### src/rtl/dma_rdy_pkg.sv
package dma_rdy_pkg;

    typedef enum logic {
        XFER_SINGLE = 1'b0,
        XFER_BLOCK  = 1'b1
    } xfer_mode_e;

    typedef enum logic [1:0] {
        REQ_HOLD = 2'd0,
        REQ_ON   = 2'd1,
        REQ_OFF  = 2'd2
    } req_act_e;

    // Condition flags for one FIFO as seen by a request channel.
    typedef struct packed {
        logic empty;
        logic full;
        logic reach;
    } lvl_flags_t;

    function automatic xfer_mode_e pick_mode(input logic fifo_on, input logic blk_sel);
        return (fifo_on && blk_sel) ? XFER_BLOCK : XFER_SINGLE;
    endfunction

    // Active-low request value after applying an action to the current one.
    function automatic logic apply_act(input req_act_e act, input logic cur_n);
        logic nxt;
        unique case (act)
            REQ_ON:  nxt = 1'b0;
            REQ_OFF: nxt = 1'b1;
            default: nxt = cur_n;
        endcase
        return nxt;
    endfunction

endpackage

### src/rtl/dma_mode_sel.sv
module dma_mode_sel
    import dma_rdy_pkg::*;
(
    input  logic       fifo_en,
    input  logic       blk_mode,
    output xfer_mode_e mode
);

    always_comb begin
        mode = pick_mode(fifo_en, blk_mode);
    end

endmodule

### src/rtl/dma_rdy_chan.sv
module dma_rdy_chan
    import dma_rdy_pkg::*;
#(
    parameter int DEPTH = 64,
    parameter int LVL_W = 7,
    parameter bit IS_TX = 1'b1
)(
    input  logic             clk,
    input  logic             rst,
    input  xfer_mode_e       mode,
    input  logic [LVL_W-1:0] level,
    input  logic [LVL_W-1:0] trig,
    output logic             req_n
);

    localparam int CW = LVL_W + 1;
    localparam logic [CW-1:0]    DEPTH_W = CW'(DEPTH);
    localparam logic [LVL_W-1:0] FULL_L  = LVL_W'(DEPTH);

    lvl_flags_t flags;
    req_act_e   act;
    logic       req_q;

    generate
        if (IS_TX) begin : g_tx
            logic [CW-1:0] space;
            always_comb begin
                space       = DEPTH_W - {1'b0, level};
                flags.empty = (level == '0);
                flags.full  = (level == FULL_L);
                flags.reach = (space >= {1'b0, trig});
            end
            always_comb begin
                if (mode == XFER_SINGLE) begin
                    act = flags.empty ? REQ_ON : REQ_OFF;
                end else if (flags.full) begin
                    act = REQ_OFF;
                end else if (flags.reach) begin
                    act = REQ_ON;
                end else begin
                    act = REQ_HOLD;
                end
            end
        end else begin : g_rx
            always_comb begin
                flags.empty = (level == '0);
                flags.full  = (level == FULL_L);
                flags.reach = (level >= trig);
            end
            always_comb begin
                if (flags.empty) begin
                    act = REQ_OFF;
                end else if (mode == XFER_SINGLE) begin
                    act = REQ_ON;
                end else if (flags.reach) begin
                    act = REQ_ON;
                end else begin
                    act = REQ_HOLD;
                end
            end
        end
    endgenerate

    always_ff @(posedge clk) begin
        if (rst) begin
            req_q <= 1'b1;
        end else begin
            req_q <= apply_act(act, req_q);
        end
    end

    assign req_n = req_q;

endmodule

### src/rtl/dma_ready_gen.sv
module dma_ready_gen
    import dma_rdy_pkg::*;
#(
    parameter int DEPTH = 64,
    parameter int LVL_W = $clog2(DEPTH + 1)
)(
    input  logic             clk,
    input  logic             rst,
    input  logic             fifo_en,
    input  logic             blk_mode,
    input  logic [LVL_W-1:0] tx_level,
    input  logic [LVL_W-1:0] rx_level,
    input  logic [LVL_W-1:0] tx_trig,
    input  logic [LVL_W-1:0] rx_trig,
    output logic             tx_rdy_n,
    output logic             rx_rdy_n
);

    xfer_mode_e mode;

    dma_mode_sel u_mode (
        .fifo_en  (fifo_en),
        .blk_mode (blk_mode),
        .mode     (mode)
    );

    dma_rdy_chan #(.DEPTH(DEPTH), .LVL_W(LVL_W), .IS_TX(1'b1)) u_tx (
        .clk   (clk),
        .rst   (rst),
        .mode  (mode),
        .level (tx_level),
        .trig  (tx_trig),
        .req_n (tx_rdy_n)
    );

    dma_rdy_chan #(.DEPTH(DEPTH), .LVL_W(LVL_W), .IS_TX(1'b0)) u_rx (
        .clk   (clk),
        .rst   (rst),
        .mode  (mode),
        .level (rx_level),
        .trig  (rx_trig),
        .req_n (rx_rdy_n)
    );

endmodule

### config.mk
export PLATFORM = sky130hd
export DESIGN_NAME = dma_ready_gen
export DESIGN_NICKNAME = d
export VERILOG_FILES = /design/src/rtl/dma_rdy_pkg.sv /design/src/rtl/dma_mode_sel.sv /design/src/rtl/dma_rdy_chan.sv /design/src/rtl/dma_ready_gen.sv
export SDC_FILE = /design/constraint.sdc
export NUM_CORES = 1
export LEC_CHECK = 0
export BUFFER_PORTS_ARGS = -buffer_cell sky130_fd_sc_hd__buf_2
export CORE_MARGIN = 10
export CORE_UTILIZATION = 42
export CTS_CLUSTER_DIAMETER = 150
export DETAILED_ROUTE_END_ITERATION = 7
export GPL_TIMING_DRIVEN = 0
export PLACE_DENSITY = 0.87
export SKIP_LAST_GASP = 1
export SLEW_MARGIN = 30
export SYNTH_ARGS = -nofsm -noshare
export SYNTH_HDL_FRONTEND = slang
export SYNTH_SLANG_ARGS = --single-unit
### constraint.sdc
create_clock -name clk -period 2.8 [get_ports clk]
set_input_delay 0.56 -clock clk [delete_from_list [all_inputs] [get_ports clk]]
set_output_delay 0.56 -clock clk [all_outputs]
set_load 0.05 [all_outputs]
# ---- Word level (Yosys, flattened, before mapping)
# Index checks and enable logic that the tools add are counted.
dict set report totals {
  out_inout_bits 2
  wordCells 25
  regBits 2
}
dict set report classes {
  n_lt_le_gt_ge 2
  n_addsub 1
  n_reduce_logical 5
  muxes 10
  eq_ne 5
}
# operator n
set op_table {}
lappend op_table {{$logic_not A7 Y1} 2}
lappend op_table {{$mux W2} 5}
lappend op_table {{$ge A8 B7 Y1} 1}
lappend op_table {{$sub A7 B7 Y8 const A} 1}
lappend op_table {{$eq A7 B7 Y1 const B} 1}
lappend op_table {{$ge A7 B7 Y1} 1}
lappend op_table {{$eq A2 B1 Y1 const B} 2}
lappend op_table {{$eq A2 B2 Y1 const B} 2}
lappend op_table {{$pmux W1 S2} 2}
lappend op_table {{$reduce_bool A2 Y1} 2}
lappend op_table {{$mux W1} 3}
lappend op_table {{$logic_and A1 B1 Y1} 1}

# ---- Depth between registers and ports, before layout
dict set report depth {
  word_depth 7
  mapped_depth 12
  depth_no_buf 12
}

# ---- By module
# A second synthesis with hierarchy kept.
dict set report hier_totals {
  hier_cells 73
  hier_area_um2 571.8
}
# module instances seq_area_each_um2 cells_per_inst area_per_inst_um2
set modules_own_cells {}
lappend modules_own_cells {{dma_rdy_chan at u_tx} 1 20.0 44 344.1}
lappend modules_own_cells {{dma_rdy_chan at u_rx} 1 20.0 28 221.5}
lappend modules_own_cells {dma_mode_sel 1 0.0 1 6.3}

# ---- Worst setup path after synthesis
# OpenSTA, ideal clock, no wires.
dict set report synth_timing {
  path_type {input-to-reg}
  startpoint {input tx_level[1]}
  endpoint {register u_tx.req_q, in the netlist u_tx.req_n}
  stages 10
  path_buffers 0
  t_arrival_ps 2457
  setup_time_ps 120
  setup_slack_ps 223
  cell_sequence {nor3_2 -> nand2_1 -> xor2_1 -> ha_1 -> a21oi_1 -> nor2b_1 -> a2111oi_2 -> a21o_1 -> ha_1 -> a211o_1}
}
dict set report synth_via {
  elab_chain_len 7
  word_cells_on_any_way 12
  classes_between {1 x add/sub; 1 x order compare; 3 x eq/ne; 5 x mux; 2 x reduce/logical}
}
# element line
set synth_lines {}
lappend synth_lines {{start, declared} dma_ready_gen.sv:11} ;# input logic [LVL_W-1:0] tx_level,
lappend synth_lines {{$sub A7 B7 Y8} dma_rdy_chan.sv:28} ;# space = DEPTH_W - {1'b0, level};
lappend synth_lines {{$ge A8 B7 Y1} dma_rdy_chan.sv:31} ;# flags.reach = (space >= {1'b0, trig});
lappend synth_lines {{$mux W1} dma_rdy_chan.sv:38} ;# end else if (flags.reach) begin
lappend synth_lines {{$mux W2} dma_rdy_chan.sv:36} ;# end else if (flags.full) begin
lappend synth_lines {{$mux W2 (*)} dma_rdy_chan.sv:34} ;# if (mode == XFER_SINGLE) begin
lappend synth_lines {{$eq A2 B2 Y1 / $eq A2 B1 Y1 (equally long branches)} dma_rdy_pkg.sv:28} ;# unique case (act)
lappend synth_lines {{$pmux W1 S2 / $reduce_bool A2 Y1 (equally long branches)} -}
lappend synth_lines {{end signal, assigned} dma_rdy_chan.sv:68} ;# req_q <= apply_act(act, req_q);
lappend synth_lines {{end, declared} dma_rdy_chan.sv:22} ;# logic req_q;
# Every way passes the cells marked *; elsewhere a longest branch is shown, timed or not.
# A chain may end at the register's enable or synchronous reset.

# ---- Worst setup path in the final report
dict set report layout_timing {
  startpoint {input tx_level[0]}
  endpoint {register u_tx.req_q, in the netlist u_tx.req_n}
}
# The elaborated chain is that of the path after synthesis.

==> flow_metrics.tcl <==
set metrics [dict create \
    ys_ff_latch 2 \
    r2r_cells 4 \
    start_util_pct 44.7 \
    num_vias 627 \
    cts_root_buffer "clkbuf_4" \
    core_area_um2 1300 \
    final_common_cell "buf_2" \
    relSlewSlack_pct 79.8 \
    rows 13 \
    cap_violations 0 \
    end_kind "register" \
    grt_pass1_wl_um 2570 \
    first_pass_iters 2 \
    gp_congestion 0.749 \
    layout.area.seq_um2 40.0 \
    syn_nets 118 \
    routedWlPerCell_um 13.1 \
    finalHoldViolCount 0 \
    drt-initial-drc-count 1 \
    drc 0 \
    clk_pin_slew_ns 0.03 \
    overflow 0 \
    crit_chain "buf_2 -> inv_1 -> ha_1 -> nand3b_1 -> xnor2_1 -> ha_1 -> nor2b_1 -> a2111oi_2 -> a21o_1 -> ha_1 -> a211o_1" \
    cts_hold_buffers 0 \
    cp_max_fo 3 \
    synth_area_per_cell_um2 8.31 \
    max_freq_mhz 384 \
    die_w_um 57.2 \
    vias_per_cell 5.18 \
    nFillCells 127 \
    hpwl_um 1410 \
    fin_crit_ns 2.60 \
    worstReg2RegEnd "u_rx.req_n$_SDFFE_PP1P_" \
    place_inst 118 \
    cts_num_sinks 2 \
    die_area_um2 3270 \
    peakVddDrop_uv 152 \
    pre_cts_ws_ns -0.0872 \
    cts_tree "built" \
    path_class "in2reg" \
    drive_gt1_share_pct 39.6 \
    drt.antenna.violating_nets 0 \
    cp_common_cell "ha_1" \
    ys_seq_area_share_pct 6.88 \
    syn-instance-count 70 \
    multi_input_area_um2 489 \
    io_pins 34 \
    fin_ws_ns 0.198 \
    clkLatencyLatePin_ns 0.22 \
    setup_violations 0 \
    ys_warn_count 0 \
    fin_tns_setup_ns 0 \
    rsz0062_at_grt "no" \
    h-tree-depth 1 \
    final_cell_mix "buf_2, inv_1, ha_1" \
    cp_slowest_cell "a2111oi_2" \
    fin_nets 156 \
    grt_pass1_vias 655 \
    antenna_found_initial 0 \
    place.port_buffers 33 \
    finalCritPeriodShare_pct 92.9 \
    fin_worst_skew_ns 0 \
    antenna_cells 0 \
    cts_resized 0 \
    area_growth_pct 37.4 \
    die_h_um 57.2 \
    cts_setup_buffers 0 \
    p_leak_uw 0.000456 \
    power_density_nw_per_um2 252 \
    slowest_delay_ns 0.30 \
    reg2reg_slack_ns 1.72 \
    grt_use_total_pct 9.25 \
    cts.path.max_buffers 2 \
    min_path_type "reg2reg" \
    tightestPinTransition_ns 0.302 \
    status "finished clean" \
    hold_start "u_tx.req_n$_SDFFE_PP1P_" \
    maxSlewViolCount 0 \
    netlist_area_um2 582 \
    min_path_cells 1 \
    cp-start-kind "primary input" \
    arrival_ns 2.71 \
    cts_buffers 3 \
    grt_max_degree 5 \
    routed_wl_um 1580 \
    stdcell_count 121 \
    r2r_start "u_rx.req_n$_SDFFE_PP1P_" \
    synth.distinct_cells 26 \
    whs_endpoint "u_tx.req_n$_SDFFE_PP1P_" \
    required_ns 2.91 \
]
area by class of cell:
| type | instances | area share (%) |
|---|---|---|
| Multi-Input combinational cell | 51 | 61.2 |
| Timing Repair Buffer | 33 | 20.7 |
| Inverter | 17 | 7.98 |
| Sequential cell | 2 | 5.01 |
| Clock buffer | 3 | 2.82 |
| Tap cell | 15 | 2.35 |
how the worst max path moves through the flow:
stage	end	slack, ns	depth (start not counted)	from
finish	u_tx.req_n$_SDFFE_PP1P_	0.20	11	tx_level[0]
CTS	u_tx.req_n$_SDFFE_PP1P_	0.15	11	tx_level[0]
global placement	u_tx.req_n$_SDFFE_PP1P_	-0.02	11	tx_level[2]
floorplan	u_tx.req_n$_SDFFE_PP1P_	0.22	10	tx_level[1]
global route	u_tx.req_n$_SDFFE_PP1P_	0.01	11	tx_level[0]
detailed placement	u_tx.req_n$_SDFFE_PP1P_	-0.09	11	tx_level[0]
worst max-delay path: cells and delay by family:
kind | cells | cell delay (ns)
adder cells (fa/ha/maj) | 3 | 0.73
AND/OR/NAND/NOR | 2 | 0.29
AO/OA/AOI/OAI | 3 | 0.75
buffers and inverters | 2 | 0.21
XOR/XNOR | 1 | 0.16
report_power, final:
part / total, uW / switching (uW) / internal, uW
Sequential: 33.1 / 1.39 / 31.7
Combinational: 107 / 57.0 / 50.3
Clock: 61.4 / 14.3 / 47.1
cell families after synthesis:
family          count (synthesis)  synth area share, %
flops                           2                 6.88
mux                             1                 2.58
fa+ha+maj                      16                 34.4
compound gates                 15                 23.2
xor+xnor                        5                 7.53
simple gates                   14                 14.4
buf+inv                        17                 11.0
cell usage after synthesis:
cell type | count | area (um2)
inv_1 | 17 | 63.8
ha_1 | 16 | 200
xnor2_1 | 4 | 35.0
a21oi_1 | 3 | 15.0
nand2_1 | 3 | 11.3
a21o_1 | 2 | 15.0
dfxtp_1 | 2 | 40.0
nor2_1 | 2 | 7.51
nor2b_1 | 2 | 12.5
nor3_2 | 2 | 20.0
o31ai_1 | 2 | 15.0
a2111oi_2 | 1 | 15.0
a2111oi_4 | 1 | 27.5
a211o_1 | 1 | 8.76
a221oi_1 | 1 | 8.76
mux2_4 | 1 | 15.0
nand2b_1 | 1 | 6.26
nand3b_1 | 1 | 7.51
nor3_1 | 1 | 5.00
nor3b_1 | 1 | 7.51
nor4_1 | 1 | 6.26
o2111a_1 | 1 | 11.3
o2111ai_1 | 1 | 8.76
o21ai_0 | 1 | 5.00
o21ai_1 | 1 | 5.00
xor2_1 | 1 | 8.76
stage by stage:
stage               hold WS [ns]  utilization, %  instance area [um2]  total power [uW]
floorplan                  0.659               -                  582              98.2
global placement           0.451            58.8                  766               134
detailed placement         0.452            58.8                  766               139
CTS                        0.461            60.6                  788               205
global route               0.483            61.4                  800               228
finish                     0.462            61.4                  800               202
registers in the layout (all words and copies together) (netlist names):
name / flops
u_rx.req_n: 1
u_tx.req_n: 1
per-layer routing:
layer | GRT usage, % | vias to the layer above | routed length, um
li1 | - | 321 | -
met1 | 8.49 | 285 | 545
met2 | 17.8 | 21 | 901
met3 | 3.76 | 0 | 138
met4 | 3.02 | 0 | 0
met5 | 0 | - | 0
No activity file was read; power rests on OpenSTA's default activity.
